===== src/rtl/sched_pkg.sv =====
package sched_pkg;

   typedef enum logic [1:0] {
      PH_IDLE = 2'd0,
      PH_RANK = 2'd1,
      PH_RUN  = 2'd2
   } sched_phase_e;

   function automatic int width_of(input int n);
      int w;
      w = 1;
      while ((1 << w) < n) w++;
      return w;
   endfunction

endpackage


===== src/rtl/batch_marker.sv =====
module batch_marker #(
   parameter int ENTRIES = 8,
   parameter int TID_W   = 2,
   parameter int BID_W   = 2,
   parameter int AGE_W   = 8,
   parameter int CAP_W   = 4,
   parameter int CNT_W   = 4
) (
   input  logic [ENTRIES-1:0]       pool_valid,
   input  logic [ENTRIES*TID_W-1:0] pool_thr,
   input  logic [ENTRIES*BID_W-1:0] pool_bank,
   input  logic [ENTRIES*AGE_W-1:0] pool_age,
   input  logic [CAP_W-1:0]         cap,
   output logic [ENTRIES-1:0]       mark_new
);

   for (genvar i = 0; i < ENTRIES; i++) begin : g_ent
      logic [CNT_W-1:0] ahead;
      always_comb begin
         ahead = '0;
         for (int j = 0; j < ENTRIES; j++) begin
            if (j != i && pool_valid[j]
                && pool_thr[j*TID_W +: TID_W] == pool_thr[i*TID_W +: TID_W]
                && pool_bank[j*BID_W +: BID_W] == pool_bank[i*BID_W +: BID_W]
                && (pool_age[j*AGE_W +: AGE_W] > pool_age[i*AGE_W +: AGE_W]
                    || (pool_age[j*AGE_W +: AGE_W] == pool_age[i*AGE_W +: AGE_W] && j < i)))
               ahead = ahead + CNT_W'(1);
         end
      end
      assign mark_new[i] = pool_valid[i] && (32'(ahead) < 32'(cap));
   end

endmodule


===== src/rtl/rank_table.sv =====
module rank_table #(
   parameter int ENTRIES = 8,
   parameter int THREADS = 4,
   parameter int BANKS   = 4,
   parameter int TID_W   = 2,
   parameter int BID_W   = 2,
   parameter int CNT_W   = 4
) (
   input  logic                       clk,
   input  logic                       rst_n,
   input  logic                       load_en,
   input  logic [ENTRIES-1:0]         marked,
   input  logic [ENTRIES*TID_W-1:0]   thr,
   input  logic [ENTRIES*BID_W-1:0]   bnk,
   output logic [THREADS*TID_W-1:0]   rank_q
);

   logic [CNT_W-1:0]         per_bank [THREADS][BANKS];
   logic [CNT_W-1:0]         peak     [THREADS];
   logic [CNT_W-1:0]         total    [THREADS];
   logic [THREADS*TID_W-1:0] rank_d;

   always_comb begin
      for (int t = 0; t < THREADS; t++)
         for (int b = 0; b < BANKS; b++)
            per_bank[t][b] = '0;
      for (int i = 0; i < ENTRIES; i++)
         for (int t = 0; t < THREADS; t++)
            for (int b = 0; b < BANKS; b++)
               if (marked[i] && thr[i*TID_W +: TID_W] == TID_W'(t)
                   && bnk[i*BID_W +: BID_W] == BID_W'(b))
                  per_bank[t][b] = per_bank[t][b] + CNT_W'(1);
   end

   always_comb begin
      for (int t = 0; t < THREADS; t++) begin
         peak[t]  = '0;
         total[t] = '0;
         for (int b = 0; b < BANKS; b++) begin
            total[t] = total[t] + per_bank[t][b];
            if (per_bank[t][b] > peak[t]) peak[t] = per_bank[t][b];
         end
      end
   end

   always_comb begin
      int ahead;
      rank_d = '0;
      for (int t = 0; t < THREADS; t++) begin
         ahead = 0;
         for (int u = 0; u < THREADS; u++) begin
            if (peak[u] < peak[t]
                || (peak[u] == peak[t] && total[u] < total[t])
                || (peak[u] == peak[t] && total[u] == total[t] && u < t))
               ahead++;
         end
         rank_d[t*TID_W +: TID_W] = TID_W'(ahead);
      end
   end

   always_ff @(posedge clk) begin
      if (!rst_n)       rank_q <= '0;
      else if (load_en) rank_q <= rank_d;
   end

endmodule


===== src/rtl/grant_picker.sv =====
module grant_picker #(
   parameter int ENTRIES = 8,
   parameter int THREADS = 4,
   parameter int TID_W   = 2,
   parameter int AGE_W   = 8,
   parameter int IDX_W   = 3
) (
   input  logic [ENTRIES-1:0]       cand,
   input  logic [ENTRIES-1:0]       marked,
   input  logic [ENTRIES-1:0]       rowhit,
   input  logic [ENTRIES*TID_W-1:0] thr,
   input  logic [ENTRIES*AGE_W-1:0] age,
   input  logic [THREADS*TID_W-1:0] rank_tab,
   output logic                     pick_valid,
   output logic [IDX_W-1:0]         pick_idx
);

   localparam int KEY_W = 2 + TID_W + AGE_W;

   logic [KEY_W-1:0] key [ENTRIES];
   logic [KEY_W-1:0] best;

   for (genvar i = 0; i < ENTRIES; i++) begin : g_key
      logic [TID_W-1:0] own_rank;
      always_comb begin
         own_rank = '0;
         for (int t = 0; t < THREADS; t++)
            if (thr[i*TID_W +: TID_W] == TID_W'(t))
               own_rank = rank_tab[t*TID_W +: TID_W];
      end
      assign key[i] = {marked[i], rowhit[i], ~own_rank, age[i*AGE_W +: AGE_W]};
   end

   always_comb begin
      pick_valid = 1'b0;
      pick_idx   = '0;
      best       = '0;
      for (int i = 0; i < ENTRIES; i++) begin
         if (cand[i] && (!pick_valid || key[i] > best)) begin
            pick_valid = 1'b1;
            pick_idx   = IDX_W'(i);
            best       = key[i];
         end
      end
   end

endmodule


===== src/rtl/batch_rank_sched.sv =====
module batch_rank_sched
   import sched_pkg::*;
#(
   parameter int ENTRIES         = 8,
   parameter int THREADS         = 4,
   parameter int BANKS           = 4,
   parameter int AGE_W           = 8,
   parameter int CAP_W           = 4,
   parameter bit OLDER_IS_LARGER = 1'b1
) (
   input  logic                                 clk,
   input  logic                                 rst_n,
   input  logic [ENTRIES-1:0]                   ent_valid,
   input  logic [ENTRIES*$clog2(THREADS)-1:0]   ent_thread,
   input  logic [ENTRIES*$clog2(BANKS)-1:0]     ent_bank,
   input  logic [ENTRIES-1:0]                   ent_rowhit,
   input  logic [ENTRIES-1:0]                   ent_legal,
   input  logic [ENTRIES*AGE_W-1:0]             ent_age,
   input  logic [CAP_W-1:0]                     mark_cap,
   input  logic                                 done_valid,
   input  logic [$clog2(ENTRIES)-1:0]           done_idx,
   output logic                                 grant_valid,
   output logic [$clog2(ENTRIES)-1:0]           grant_idx
);

   localparam int TID_W = $clog2(THREADS);
   localparam int BID_W = $clog2(BANKS);
   localparam int IDX_W = $clog2(ENTRIES);
   localparam int CNT_W = width_of(ENTRIES + 1);

   if (ENTRIES < 2) begin : g_chk_entries
      $error("batch_rank_sched: ENTRIES must be at least 2");
   end
   if (THREADS < 2) begin : g_chk_threads
      $error("batch_rank_sched: THREADS must be at least 2");
   end
   if (BANKS < 2) begin : g_chk_banks
      $error("batch_rank_sched: BANKS must be at least 2");
   end
   if (AGE_W < 1 || CAP_W < 1) begin : g_chk_widths
      $error("batch_rank_sched: AGE_W and CAP_W must be positive");
   end

   sched_phase_e             phase_q;
   logic [ENTRIES-1:0]       mark_q;
   logic [ENTRIES-1:0]       live_mark;
   logic [ENTRIES-1:0]       done_mask;
   logic [ENTRIES-1:0]       mark_new;
   logic [ENTRIES-1:0]       cand;
   logic [BANKS-1:0]         bank_busy;
   logic [ENTRIES*AGE_W-1:0] age_n;
   logic [THREADS*TID_W-1:0] rank_tab;
   logic                     no_marks;
   logic                     form_batch;
   logic                     rank_valid;

   // age normalisation: larger value always means older downstream
   if (OLDER_IS_LARGER) begin : g_age_direct
      assign age_n = ent_age;
   end else begin : g_age_invert
      assign age_n = ~ent_age;
   end

   always_comb begin
      for (int i = 0; i < ENTRIES; i++)
         done_mask[i] = done_valid && (done_idx == IDX_W'(i));
   end

   assign live_mark  = mark_q & ent_valid;
   assign no_marks   = ~|live_mark;
   assign form_batch = no_marks && |(ent_valid & ~done_mask);
   assign rank_valid = (phase_q == PH_RUN);

   always_comb begin
      bank_busy = '0;
      for (int i = 0; i < ENTRIES; i++)
         for (int b = 0; b < BANKS; b++)
            if (live_mark[i] && ent_bank[i*BID_W +: BID_W] == BID_W'(b))
               bank_busy[b] = 1'b1;
   end

   for (genvar i = 0; i < ENTRIES; i++) begin : g_cand
      logic own_busy;
      always_comb begin
         own_busy = 1'b0;
         for (int b = 0; b < BANKS; b++)
            if (ent_bank[i*BID_W +: BID_W] == BID_W'(b))
               own_busy = bank_busy[b];
      end
      assign cand[i] = ent_valid[i] && ent_legal[i]
                       && (live_mark[i] ? rank_valid : !own_busy);
   end

   batch_marker #(
      .ENTRIES(ENTRIES), .TID_W(TID_W), .BID_W(BID_W),
      .AGE_W(AGE_W), .CAP_W(CAP_W), .CNT_W(CNT_W)
   ) u_marker (
      .pool_valid (ent_valid & ~done_mask),
      .pool_thr   (ent_thread),
      .pool_bank  (ent_bank),
      .pool_age   (age_n),
      .cap        (mark_cap),
      .mark_new   (mark_new)
   );

   rank_table #(
      .ENTRIES(ENTRIES), .THREADS(THREADS), .BANKS(BANKS),
      .TID_W(TID_W), .BID_W(BID_W), .CNT_W(CNT_W)
   ) u_rank (
      .clk     (clk),
      .rst_n   (rst_n),
      .load_en (phase_q == PH_RANK),
      .marked  (live_mark),
      .thr     (ent_thread),
      .bnk     (ent_bank),
      .rank_q  (rank_tab)
   );

   grant_picker #(
      .ENTRIES(ENTRIES), .THREADS(THREADS), .TID_W(TID_W),
      .AGE_W(AGE_W), .IDX_W(IDX_W)
   ) u_pick (
      .cand       (cand),
      .marked     (live_mark),
      .rowhit     (ent_rowhit),
      .thr        (ent_thread),
      .age        (age_n),
      .rank_tab   (rank_tab),
      .pick_valid (grant_valid),
      .pick_idx   (grant_idx)
   );

   always_ff @(posedge clk) begin
      if (!rst_n) begin
         mark_q  <= '0;
         phase_q <= PH_IDLE;
      end else if (form_batch) begin
         mark_q  <= mark_new;
         phase_q <= PH_RANK;
      end else begin
         mark_q <= live_mark & ~done_mask;
         if (no_marks)               phase_q <= PH_IDLE;
         else if (phase_q == PH_RANK) phase_q <= PH_RUN;
      end
   end

endmodule


===== config.mk =====
export PLATFORM = sky130hd
export DESIGN_NAME = batch_rank_sched
export DESIGN_NICKNAME = d
export VERILOG_FILES = /design/src/rtl/sched_pkg.sv /design/src/rtl/batch_marker.sv /design/src/rtl/rank_table.sv /design/src/rtl/grant_picker.sv /design/src/rtl/batch_rank_sched.sv
export SDC_FILE = /design/constraint.sdc
export NUM_CORES = 1
export LEC_CHECK = 0
export ABC_AREA = 1
export BUFFER_PORTS_ARGS = -buffer_cell sky130_fd_sc_hd__buf_2
export CAP_MARGIN = 5
export CORE_ASPECT_RATIO = 1.2
export CORE_UTILIZATION = 70
export DETAILED_ROUTE_END_ITERATION = 8
export GPL_TIMING_DRIVEN = 1
export MAX_ROUTING_LAYER = met4
export PLACE_DENSITY = 0.89
export SLEW_MARGIN = 40
export SYNTH_ARGS = -nofsm -noshare
export SYNTH_HDL_FRONTEND = slang
export SYNTH_SLANG_ARGS = --single-unit
export TNS_END_PERCENT = 100

===== constraint.sdc =====
create_clock -name clk -period 30.3 [get_ports clk]
set_clock_uncertainty 0.1 [all_clocks]
set_input_delay 1.515 -clock clk [delete_from_list [all_inputs] [get_ports clk]]
set_output_delay 1.515 -clock clk [all_outputs]
set_load 0.01 [all_outputs]

# Word level (Yosys, flattened, before mapping)
# Index checks and enable logic that the tools add are counted.
word_totals:
  inputBits: 130
  elab_cells: 1394
  output_inout_bits: 4
  reg_bits: 18
classes:
  n_eq_ne: 216
  n_bitwise: 14
  n_reduce_logical: 511
  add_sub_neg: 184
  order_cmp: 119
  mux: 346
ops:
  columns: ["cell", "n"]
  rows:
  - ["4-bit two-way mux", 176]
  - ["4-bit by 1-bit adder with 4-bit output, second input constant", 144]
  - ["8-bit > comparator", 56]
  - ["1-bit logical AND", 418]
  - ["2-bit equality test", 112]
  - ["8-bit equality test", 28]
  - ["4-bit less-than comparator", 40]
  - ["1-bit two-way mux", 112]
  - ["2-bit two-way mux", 46]
  - ["12-bit > comparator", 7]
  - ["12-bit two-way mux", 7]
  - ["4-bit equality test", 18]
  - ["2-bit equality test, second input constant", 33]
  - ["1-bit logical OR", 57]
  - ["4-bit adder", 12]
  - ["4-bit > comparator", 12]
  - ["1-bit by 1-bit adder with 2-bit output, second input constant", 20]
  - ["2-bit by 1-bit equality test with 1-bit output, second input constant", 17]
  - ["2-bit zero test", 16]
  - ["8-bit bitwise AND", 3]
  - ["4-bit by 1-bit > comparator with 1-bit output, second input constant", 4]
  - ["1-bit zero test", 16]
  - ["2-bit NOT", 8]
  - ["8-bit OR reduction", 2]
  - ["12 further kinds", 26]

# Longest topological paths before layout
# Gate-level depths: netlist of run 1.
logic_depth:
  ltp_word: 46
  depth_mapped: 98
  mapped_depth_nobuf: 90

# Modules after synthesis
# From an unflattened synthesis of run 1, not the netlist that was laid out.
unflattened:
  hier_cells: 5236
  area_unflattened_um2: 31097.3
by_module_without_submodules:
  columns: ["mod", "cells_each", "area_per_inst_um2", "seq_area_each_um2", "instances"]
  rows:
  - ["rank_table", 2375, 13402.9, 160.2, 1]
  - ["batch_marker", 1855, 11901.4, 0.0, 1]
  - ["grant_picker", 692, 4267.8, 0.0, 1]
  - ["batch_rank_sched", 314, 1525.2, 200.2, 1]

# Worst setup path after synthesis of run 1
# OpenSTA, ideal clock, no wires.
synth_timing:
  kind: "input-to-output"
  from: "in ent_bank[9]"
  to: "out grant_idx[1]"
  path_stages: 88
  path_slack_ns: 16.422
  n_path_buf: 9
  arrival_ns: 12.263
  t_required_ns: 28.685
  cell_sequence: "buf_4 > nor2_1 > nand2_1 > nand2_1 > nor2_1 > nand3b_2 > nand2_1 > nand2_1 > o21ai_2 > buf_4 > nand3_1 > ha_1 > nand4_1 > nor3_1 > nand3_1 > o21ai_0 > nand3_2 > buf_2 > [... 52 more ...] > a21oi_1 > o211ai_1 > o21ai_0 > nand2_1 > nand2_2 > inv_1 > buf_2 > nand2_1 > nand2_1 > ha_1 > a21oi_1 > nor2_1 > a211oi_1 > o21ai_0 > a21oi_1 > o22ai_1 > nand2_1 > nand3_1"
synth_between:
  elab_chain_len: 42
  word_cells_on_any_way: 128
  classes_between: "order compare: 7; eq/ne: 3; mux: 76; reduce/logical: 42"
synth_lines:
  columns: ["item", "line_no", "rtl"]
  rows:
  - ["from (decl)", "batch_rank_sched.sv:15", "input logic [ENTRIES*$clog2(BANKS)-1:0] ent_bank,"]
  - ["2-bit zero test", "batch_rank_sched.sv:78, batch_rank_sched.sv:87", null]
  - ["1-bit logical AND", "batch_rank_sched.sv:78", "if (live_mark[i] && ent_bank[i*BID_W +: BID_W] == BID_W'(b))"]
  - ["1-bit two-way mux (4 in series)", "batch_rank_sched.sv:78", null]
  - ["1-bit two-way mux (4 in series)", "batch_rank_sched.sv:87", "if (ent_bank[i*BID_W +: BID_W] == BID_W'(b))"]
  - ["1-bit zero test", "batch_rank_sched.sv:91", "&& (live_mark[i] ? rank_valid : !own_busy);"]
  - ["1-bit two-way mux", "batch_rank_sched.sv:91", null]
  - ["1-bit logical AND", "batch_rank_sched.sv:91", null]
  - ["12-bit two-way mux or 1-bit two-way mux (tied branches)", "grant_picker.sv:39", "if (cand[i] && (!pick_valid || key[i] > best)) begin"]
  - ["[... 20 more ...]", null, null]
  - ["12-bit > comparator or 1-bit zero test (tied branches)", "grant_picker.sv:39", null]
  - ["1-bit logical OR", "grant_picker.sv:39", null]
  - ["1-bit logical AND", "grant_picker.sv:39", null]
  - ["12-bit two-way mux or 1-bit two-way mux (tied branches)", "grant_picker.sv:39", null]
  - ["12-bit > comparator or 1-bit zero test (tied branches)", "grant_picker.sv:39", null]
  - ["1-bit logical OR", "grant_picker.sv:39", null]
  - ["1-bit logical AND", "grant_picker.sv:39", null]
  - ["3-bit two-way mux (*)", "grant_picker.sv:39", null]
  - ["to (decl)", "batch_rank_sched.sv:23", "output logic [$clog2(ENTRIES)-1:0] grant_idx"]
# Every way passes the cells marked *; elsewhere a longest branch is shown, timed or not.

# Worst setup path in the final report of run 1
layout_timing:
  from: "in ent_valid[7]"
  to: "out grant_idx[1]"
layout_between:
  elab_chain_len: 39
  word_cells_on_any_way: 114
  classes_between: "order compare: 7; mux: 64; bitwise: 1; reduce/logical: 42"
layout_lines:
  columns: ["item", "line_no", "rtl"]
  rows:
  - ["from (decl)", "batch_rank_sched.sv:13", "input logic [ENTRIES-1:0] ent_valid,"]
  - ["8-bit bitwise AND", "batch_rank_sched.sv:69", "assign live_mark = mark_q & ent_valid;"]
  - ["1-bit logical AND", "batch_rank_sched.sv:78", null]
  - ["1-bit two-way mux", "batch_rank_sched.sv:78", null]
  - ["1-bit two-way mux (4 in series)", "batch_rank_sched.sv:87", null]
  - ["1-bit zero test", "batch_rank_sched.sv:91", null]
  - ["1-bit two-way mux", "batch_rank_sched.sv:91", null]
  - ["1-bit logical AND", "batch_rank_sched.sv:91", null]
  - ["12-bit two-way mux or 1-bit two-way mux (tied branches)", "grant_picker.sv:39", null]
  - ["[... 20 more ...]", null, null]
  - ["12-bit > comparator or 1-bit zero test (tied branches)", "grant_picker.sv:39", null]
  - ["1-bit logical OR", "grant_picker.sv:39", null]
  - ["1-bit logical AND", "grant_picker.sv:39", null]
  - ["12-bit two-way mux or 1-bit two-way mux (tied branches)", "grant_picker.sv:39", null]
  - ["12-bit > comparator or 1-bit zero test (tied branches)", "grant_picker.sv:39", null]
  - ["1-bit logical OR", "grant_picker.sv:39", null]
  - ["1-bit logical AND", "grant_picker.sv:39", null]
  - ["3-bit two-way mux (*)", "grant_picker.sv:39", null]
# Marks and branches as above.

==> impl_results.md, run 1 <==
* Status: completed
* Number of instances in the placed design at 5653
* Syn Inst Count at 5042
* Final Hold Fails at 0
* Combinational family with the most area after synthesis: simple AND/OR/NAND/NOR gates
* Most used cell, CP: nand2_1
* Num rows at 80
* Fmax at 0.0535 GHz
* Critical path's slowest cell: nand2_1
* GRT Overall Usage at 50.8%
* Die X at 186 um
* First-pass GRT wire length at 162 mm
* IO Pins at 134
* Initial Util at 71.5%
* Worst Tran Pin Value at 0.897 ns
* Worst stage delay on the critical path at 0.71 ns
* Initial DRC Count at 3055
* Max-cap violations at 0
* Critical R2R Capture: u_rank.rank_q[6]
* Largest area contributor in the netlist: ha_1
* Final worst slack at 11.62 ns
* Die area at 41600 sq um
* Post-synthesis mux area share at 0.193%
* WHS Path Cells at 2
* Crit path time final at 18.68 ns
* Die height at 223 um
* Avg Inst Size Synth at 5.66 sq um
* Vias in the first global route at 31600
* Initial antenna violation count at 5
* Yosys warnings at 0
* Clock Tree Buf Depth at 2
* DP HPWL at 87.0 mm
* Final setup viols at 0
* Post-route setup TNS at 0 ns
* Synth Register Bits at 18
* Worst IR drop on VDD at 0.126 mV
* Unique masters post-synth at 64
* Synth Area in Adders at 28.1%
* Post-synth top area share at 26.5%
* Post-CTS Hold Fix Bufs at 0
* Post-synth EDFFs at 0
* R2r setup slk at 19.50 ns
* H-tree depth at 1
* Top area cells in the synthesized netlist: ha_1 (26%), nand2_1 (21%), inv_1 (11%)
* CP Data Arrival Time at 17.07 ns
* Register area at 360 sq um
* Vias/cell at 5.99
* Layout cell share with drive strength beyond 1 at 6.21%
* LEAKAGE at 0.0179 uW
* Compound-Gate Fraction of Synth Area at 10.9%
* GPL Wtd Cong at 1.12
* Footprint of the multi-input gates at 24600 sq um
* Ys flop type: dfxtp_1
* CTS tree: built
* Pre-CTS setup slack at 12.36 ns
* Cts repair resizes at 0
* Simple-Gate Fraction of Synth Area at 41.5%
* Worst endpoint required time at 28.69 ns
* Post-route ant nets at 0
* CP Class: in -> out
* # DRC at 0
* Hold Path Origin: phase_q[0]
* Hold endpoint: phase_q[1]
* Nature of the critical path startpoint: input port
* Seq/Total Area, Yosys at 1.26%
* Relative slew slack at 39.6%
* Core ar. at 39900 sq um
* Drt first pass iters at 7
* Syn nets at 5800
* Synth Cell Area at 28600 sq um
* Hold crit path type: reg -> reg
* Worst-path maximum fanout at 29
* Clock Latency Late Sink at 0.27 ns
* Clock root cell: clkbuf_16
* CTS Buf Count at 3
* Vias at 33900
* Final period util at 61.7%
* Power density cells at 30.8 nW/um^2
* PortBufs at 133
* WL per Instance at 18.6 um
* Post-CTS Setup Bufs at 0
* Syn-to-layout area delta at 3.89%
* Reg2reg start: mark_q[0]
* Fillers at 3507
* Slew Viols, Final at 0
* Worst Setup End Kind: primary output
* Finished Layout Cells at 5662
* Fraction of registers with async set/reset at 0%
* Clock slew at reported path FFs at 0.07 ns
* RSZ-0062 raised after global routing: false
* Final Routed Wirelength at 105 mm
* Reg2Reg Depth at 58
* Total Nets Final at 5883
* Clock sink count at 18
* Grt ovf at 0
* Largest net degree at the start of global routing at 30
* XOR/XNOR share of the synthesized area at 5.24%
==> kinds of logic (layout without fill, tap and decap cells) <==
| family | count (synthesis) | after routing |
|---|---|---|
| buf+inv | 936 | 1018 |
| xor+xnor | 169 | 169 |
| other cells | 0 | 5 |
| mux | 5 | 5 |
| flops | 18 | 18 |
| simple gates | 2756 | 2756 |
| fa+ha+maj | 628 | 628 |
| compound gates | 530 | 530 |
==> cell usage in the layout, fill, tap and decap left out, drive strengths merged, types with 5 or more instances in the layout <==
master	synthesis	final
a32oi	12	12
a211oi	13	13
o21ai	195	195
o21a	18	18
a21oi	181	181
o22ai	26	26
xor2	86	86
nand3b	24	24
inv	878	878
fa	24	24
xnor2	83	83
a221oi	7	7
nand2	1600	1600
a31oi	18	18
nand3	478	478
nor3	33	33
or2	29	29
a2111oi	10	10
ha	604	604
and2	32	32
o211ai	21	21
nor2	476	476
buf	49	133
dfxtp	18	18
diode	0	5
nand4	78	78
o21bai	9	9
o221ai	5	5
==> report_power, final <==
part | switching (uW) | leakage (uW) | internal (uW)
clock network | 13.9 | 0.0000442 | 20.3
logic | 545 | 0.0177 | 298
registers | 7.32 | 0.000148 | 29.3
==> how the worst max path moves through the flow <==
stage	slack, ns	startpoint	endpoint	cells after the start
2_1_floorplan	16.42	ent_bank[9]	grant_idx[1]	88
3_3_place_gp	12.61	ent_valid[7]	grant_idx[1]	84
3_5_place_dp	12.36	ent_valid[7]	grant_idx[1]	84
4_1_cts	12.26	ent_valid[7]	grant_idx[1]	84
5_1_grt	10.35	ent_valid[7]	grant_idx[2]	85
6_report	11.62	ent_valid[7]	grant_idx[1]	84
==> critical path, delay by kind of cell <==
family / cells / cell delay [ns]
compound gates: 25 / 3.69
fa+ha+maj: 7 / 2.06
simple gates: 44 / 8.06
buf+inv: 8 / 1.76
==> final cells by class <==
type,instances,share of cell area (%)
clock buffers,4,0.299
well taps,533,2.25
repair buffers,133,2.24
diodes,5,0.0422
multi-input cells,4088,82.8
inverters,881,11.2
flip-flops and latches,18,1.21
==> cell usage after synthesis (all sizes together), types with 26 or more instances <==
master  number
nand2     1600
nand3      478
nor3        33
ha         604
or2         29
nand4       78
o22ai       26
buf         49
a21oi      181
xor2        86
xnor2       83
inv        878
o21ai      195
and2        32
nor2       476
==> registers in the layout, summed over array words and instances, names as in the netlist <==
register	flops
mark_q	8
u_rank.rank_q	8
phase_q	2
==> routing by layer <==
layer / vias to the layer above / global-route usage, % / wire length, um
li1: 16500 / - / -
met1: 15000 / 50.7 / 37400
met2: 1741 / 80.1 / 44500
met3: 715 / 10.5 / 9610
met4: 0 / 54.1 / 13600
met5: - / - / 0
==> metrics by stage <==
| step | power, uW | util (%) | cell area (sq um) | hold WS (ns) |
|---|---|---|---|---|
| after floorplan | 630 | - | 28600 | 0.367 |
| after global placement | 813 | 74.0 | 29500 | 0.394 |
| after detailed placement | 852 | 74.0 | 29600 | 0.397 |
| after CTS | 888 | 74.2 | 29600 | 0.407 |
| after global routing | 1010 | 74.3 | 29700 | 0.425 |
| final | 913 | 74.3 | 29700 | 0.411 |
(Power assumes the default switching activity.)
==> run 2, diff against run 1 <==
ABC_AREA = 0   (was 1)
CORE_UTILIZATION = 60   (was 70)
PLACE_DENSITY = 0.81   (was 0.89)
clock period = 17.1 ns   (was 30.3 ns; I/O delays follow)
==> run 2 against run 1 <==
Against the previous run: power up 43%; sequential cell count unchanged; non-clock buffer count up 48; synthesized area down 5.6%; clock power up 77%; worst hold slack better by 0.062 ns; critical path depth down 9; sequential share of layout area about the same; die area up 10%; global-route usage down 7.7 points; via count down 18%; largest cell class unchanged; highest routed layer unchanged.
==> impl_results.md, run 2 <==
* Status: completed
* H-tree depth at 1
* Num rows at 84
* Synth Area in Adders at 29.8%
* Vias/cell at 6.70
* Top area cells in the synthesized netlist: ha_1 (28%), xnor2_1 (7.3%), xor2_1 (6.1%)
* Vias in the first global route at 26700
* Die height at 234 um
* XOR/XNOR share of the synthesized area at 16.0%
* Final Cell Area at 28600 sq um
* WL per Instance at 23.1 um
* CP Data Arrival Time at 15.61 ns
* Post-synth EDFFs at 0
* Simple-Gate Fraction of Synth Area at 22.8%
* Critical R2R Capture: u_rank.rank_q[6]
* Final period util at 96.9%
* Grt ovf at 0
* Syn-to-layout area delta at 6.02%
* Total power at 1300 uW
* Synth Register Bits at 18
* Drt first pass iters at 6
* Regs by FF count: mark_q: 8 flops, u_rank.rank_q: 8 flops, phase_q: 2 flops
* CP Class: in -> out
* Total Nets Final at 4348
* Post-synth top area share at 28.0%
* Worst-path maximum fanout at 16
* # DRC at 0
* R2r setup slk at 4.93 ns
* Worst Tran Pin Value at 0.913 ns
* Core ar. at 44000 sq um
* Ys flop type: dfxtp_1
* DP Area at 28100 sq um
* Final Util at 64.9%
* Final Routed Wirelength at 96.2 mm
* Initial antenna violation count at 11
* Clock Tree Buf Depth at 2
* GRT Overall Usage at 43.1%
* Fraction of registers with async set/reset at 0%
* Worst endpoint required time at 16.15 ns
* Most numerous cell in the Yosys netlist: ha_1
* Clock Latency Late Sink at 0.29 ns
* Initial Util at 61.2%
* Final Hold Fails at 0
* Fmax at 0.0604 GHz
* Die X at 196 um
* Worst stage delay on the critical path at 0.40 ns
* Critical path launch point: ent_bank[8]
* Syn nets at 4266
* GPL Wtd Cong at 1.09
* Layout cell share with drive strength beyond 1 at 10.3%
* Reg2Reg Depth at 55
* CTS tree: built
* Synth top cells by count: ha_1 (604), inv_1 (294), nand2_1 (247)
* Most frequent cells in the layout: ha_1 (604), inv_1 (293), nand2_1 (247)
* Vias at 27900
* First-pass GRT wire length at 148 mm
* Nature of the critical path startpoint: input port
* Die area at 45800 sq um
* Clock slew at reported path FFs at 0.07 ns
* DP HPWL at 77.5 mm
* Yosys warnings at 0
* Syn Inst Count at 3508
* Crit path time final at 16.57 ns
* Critical path's slowest cell: or3_1
* Clock sink count at 18
* Seq/Total Area, Yosys at 1.34%
* Most common cell after layout, fill and taps aside: ha_1
* CTS Buf Count at 3
* Final setup viols at 0
* Post-route ant nets at 0
* Hold crit path type: reg -> reg
* Synth Cell Area at 27000 sq um
* Clock root cell: clkbuf_16
* LEAKAGE at 0.0145 uW
* Combinational family with the most area after synthesis: adder cells
* Worst Setup End Kind: primary output
* Worst Setup EP: grant_idx[1]
* Reg2reg start: mark_q[1]
* Power density cells at 45.5 nW/um^2
* Slew Viols, Final at 0
* Compound-Gate Fraction of Synth Area at 16.5%
* Largest area contributor in the netlist: ha_1
* Largest net degree at the start of global routing at 22
* Max-cap violations at 0
* PortBufs at 133
* Unique masters post-synth at 92
* Initial DRC Count at 2572
* Relative slew slack at 38.5%
* Fillers at 3859
* Avg Inst Size Synth at 7.69 sq um
* Post-synthesis mux area share at 7.69%
* Worst IR drop on VDD at 0.0716 mV
* IO Pins at 134
## run 2: worst min-delay path by stage
stage / slack [ns] / depth (start not counted) / from / endpoint
6_report: 0.47 / 2 / phase_q[0] / phase_q[0]
3_5_place_dp: 0.44 / 2 / phase_q[0] / phase_q[0]
4_1_cts: 0.46 / 2 / phase_q[0] / phase_q[0]
3_3_place_gp: 0.44 / 2 / phase_q[0] / phase_q[0]
2_1_floorplan: 0.39 / 2 / phase_q[0] / phase_q[0]
5_1_grt: 0.50 / 2 / phase_q[0] / phase_q[0]
## run 2: critical path: cells and delay by family
family | cells | cell delay (ns)
and+or+nand+nor | 19 | 3.16
muxes | 2 | 0.62
AOI/OAI and AO/OA | 41 | 7.91
adders and majority gates | 7 | 2.05
buffers and inverters | 6 | 0.98
## run 2: through the flow
step / TNS, ns / setup slack (ns) / std cells / hold WS [ns]
floorplan: 0 / 1.56 / 3508 / 0.391
detailed placement: 0 / 0.0790 / 4127 / 0.445
CTS: 0 / 0.0336 / 4131 / 0.461
global placement: 0 / 0.446 / 4127 / 0.439
global route: -0.377 / -0.196 / 4158 / 0.504
finish: 0 / 0.534 / 4161 / 0.473
## run 2: final cells by class
cell class / instances / area (sq um) / area share, %
flip-flops and latches: 18 / 360 / 1.26
repair buffers: 181 / 1060 / 3.71
diodes: 13 / 32.5 / 0.114
clock buffers: 4 / 88.8 / 0.311
multi-input cells: 3091 / 25200 / 88.3
well taps: 559 / 699 / 2.45
inverters: 295 / 1110 / 3.89
## run 2: kinds of logic after synthesis
family,count (synthesis)
AND/OR/NAND/NOR,1177
AO/OA/AOI/OAI,667
adder cells (fa/ha/maj),628
XOR/XNOR,443
buffers and inverters,401
multiplexers,174
flip-flops,18
## run 2: where the power goes
group / internal, uW / switching (uW)
Sequential: 52.8 / 32.1
Combinational: 478 / 679
Clock: 35.9 / 24.6
Total: 566 / 736
## run 2: repair_timing
action / 4_1_cts / 5_1_grt
setup buffers: 0 / 14
hold buffers: 0 / 0
resized for setup: 0 / 31
setup endpoints to repair: 0 / 3
## run 2: metal layers
layer	GRT usage [%]	routed length [um]	up-vias
met3	10.7	9000	694
met4	38.3	10400	0
met1	43.4	33600	12700
met2	69.8	43100	1573
li1	-	-	12900
met5	-	0	-
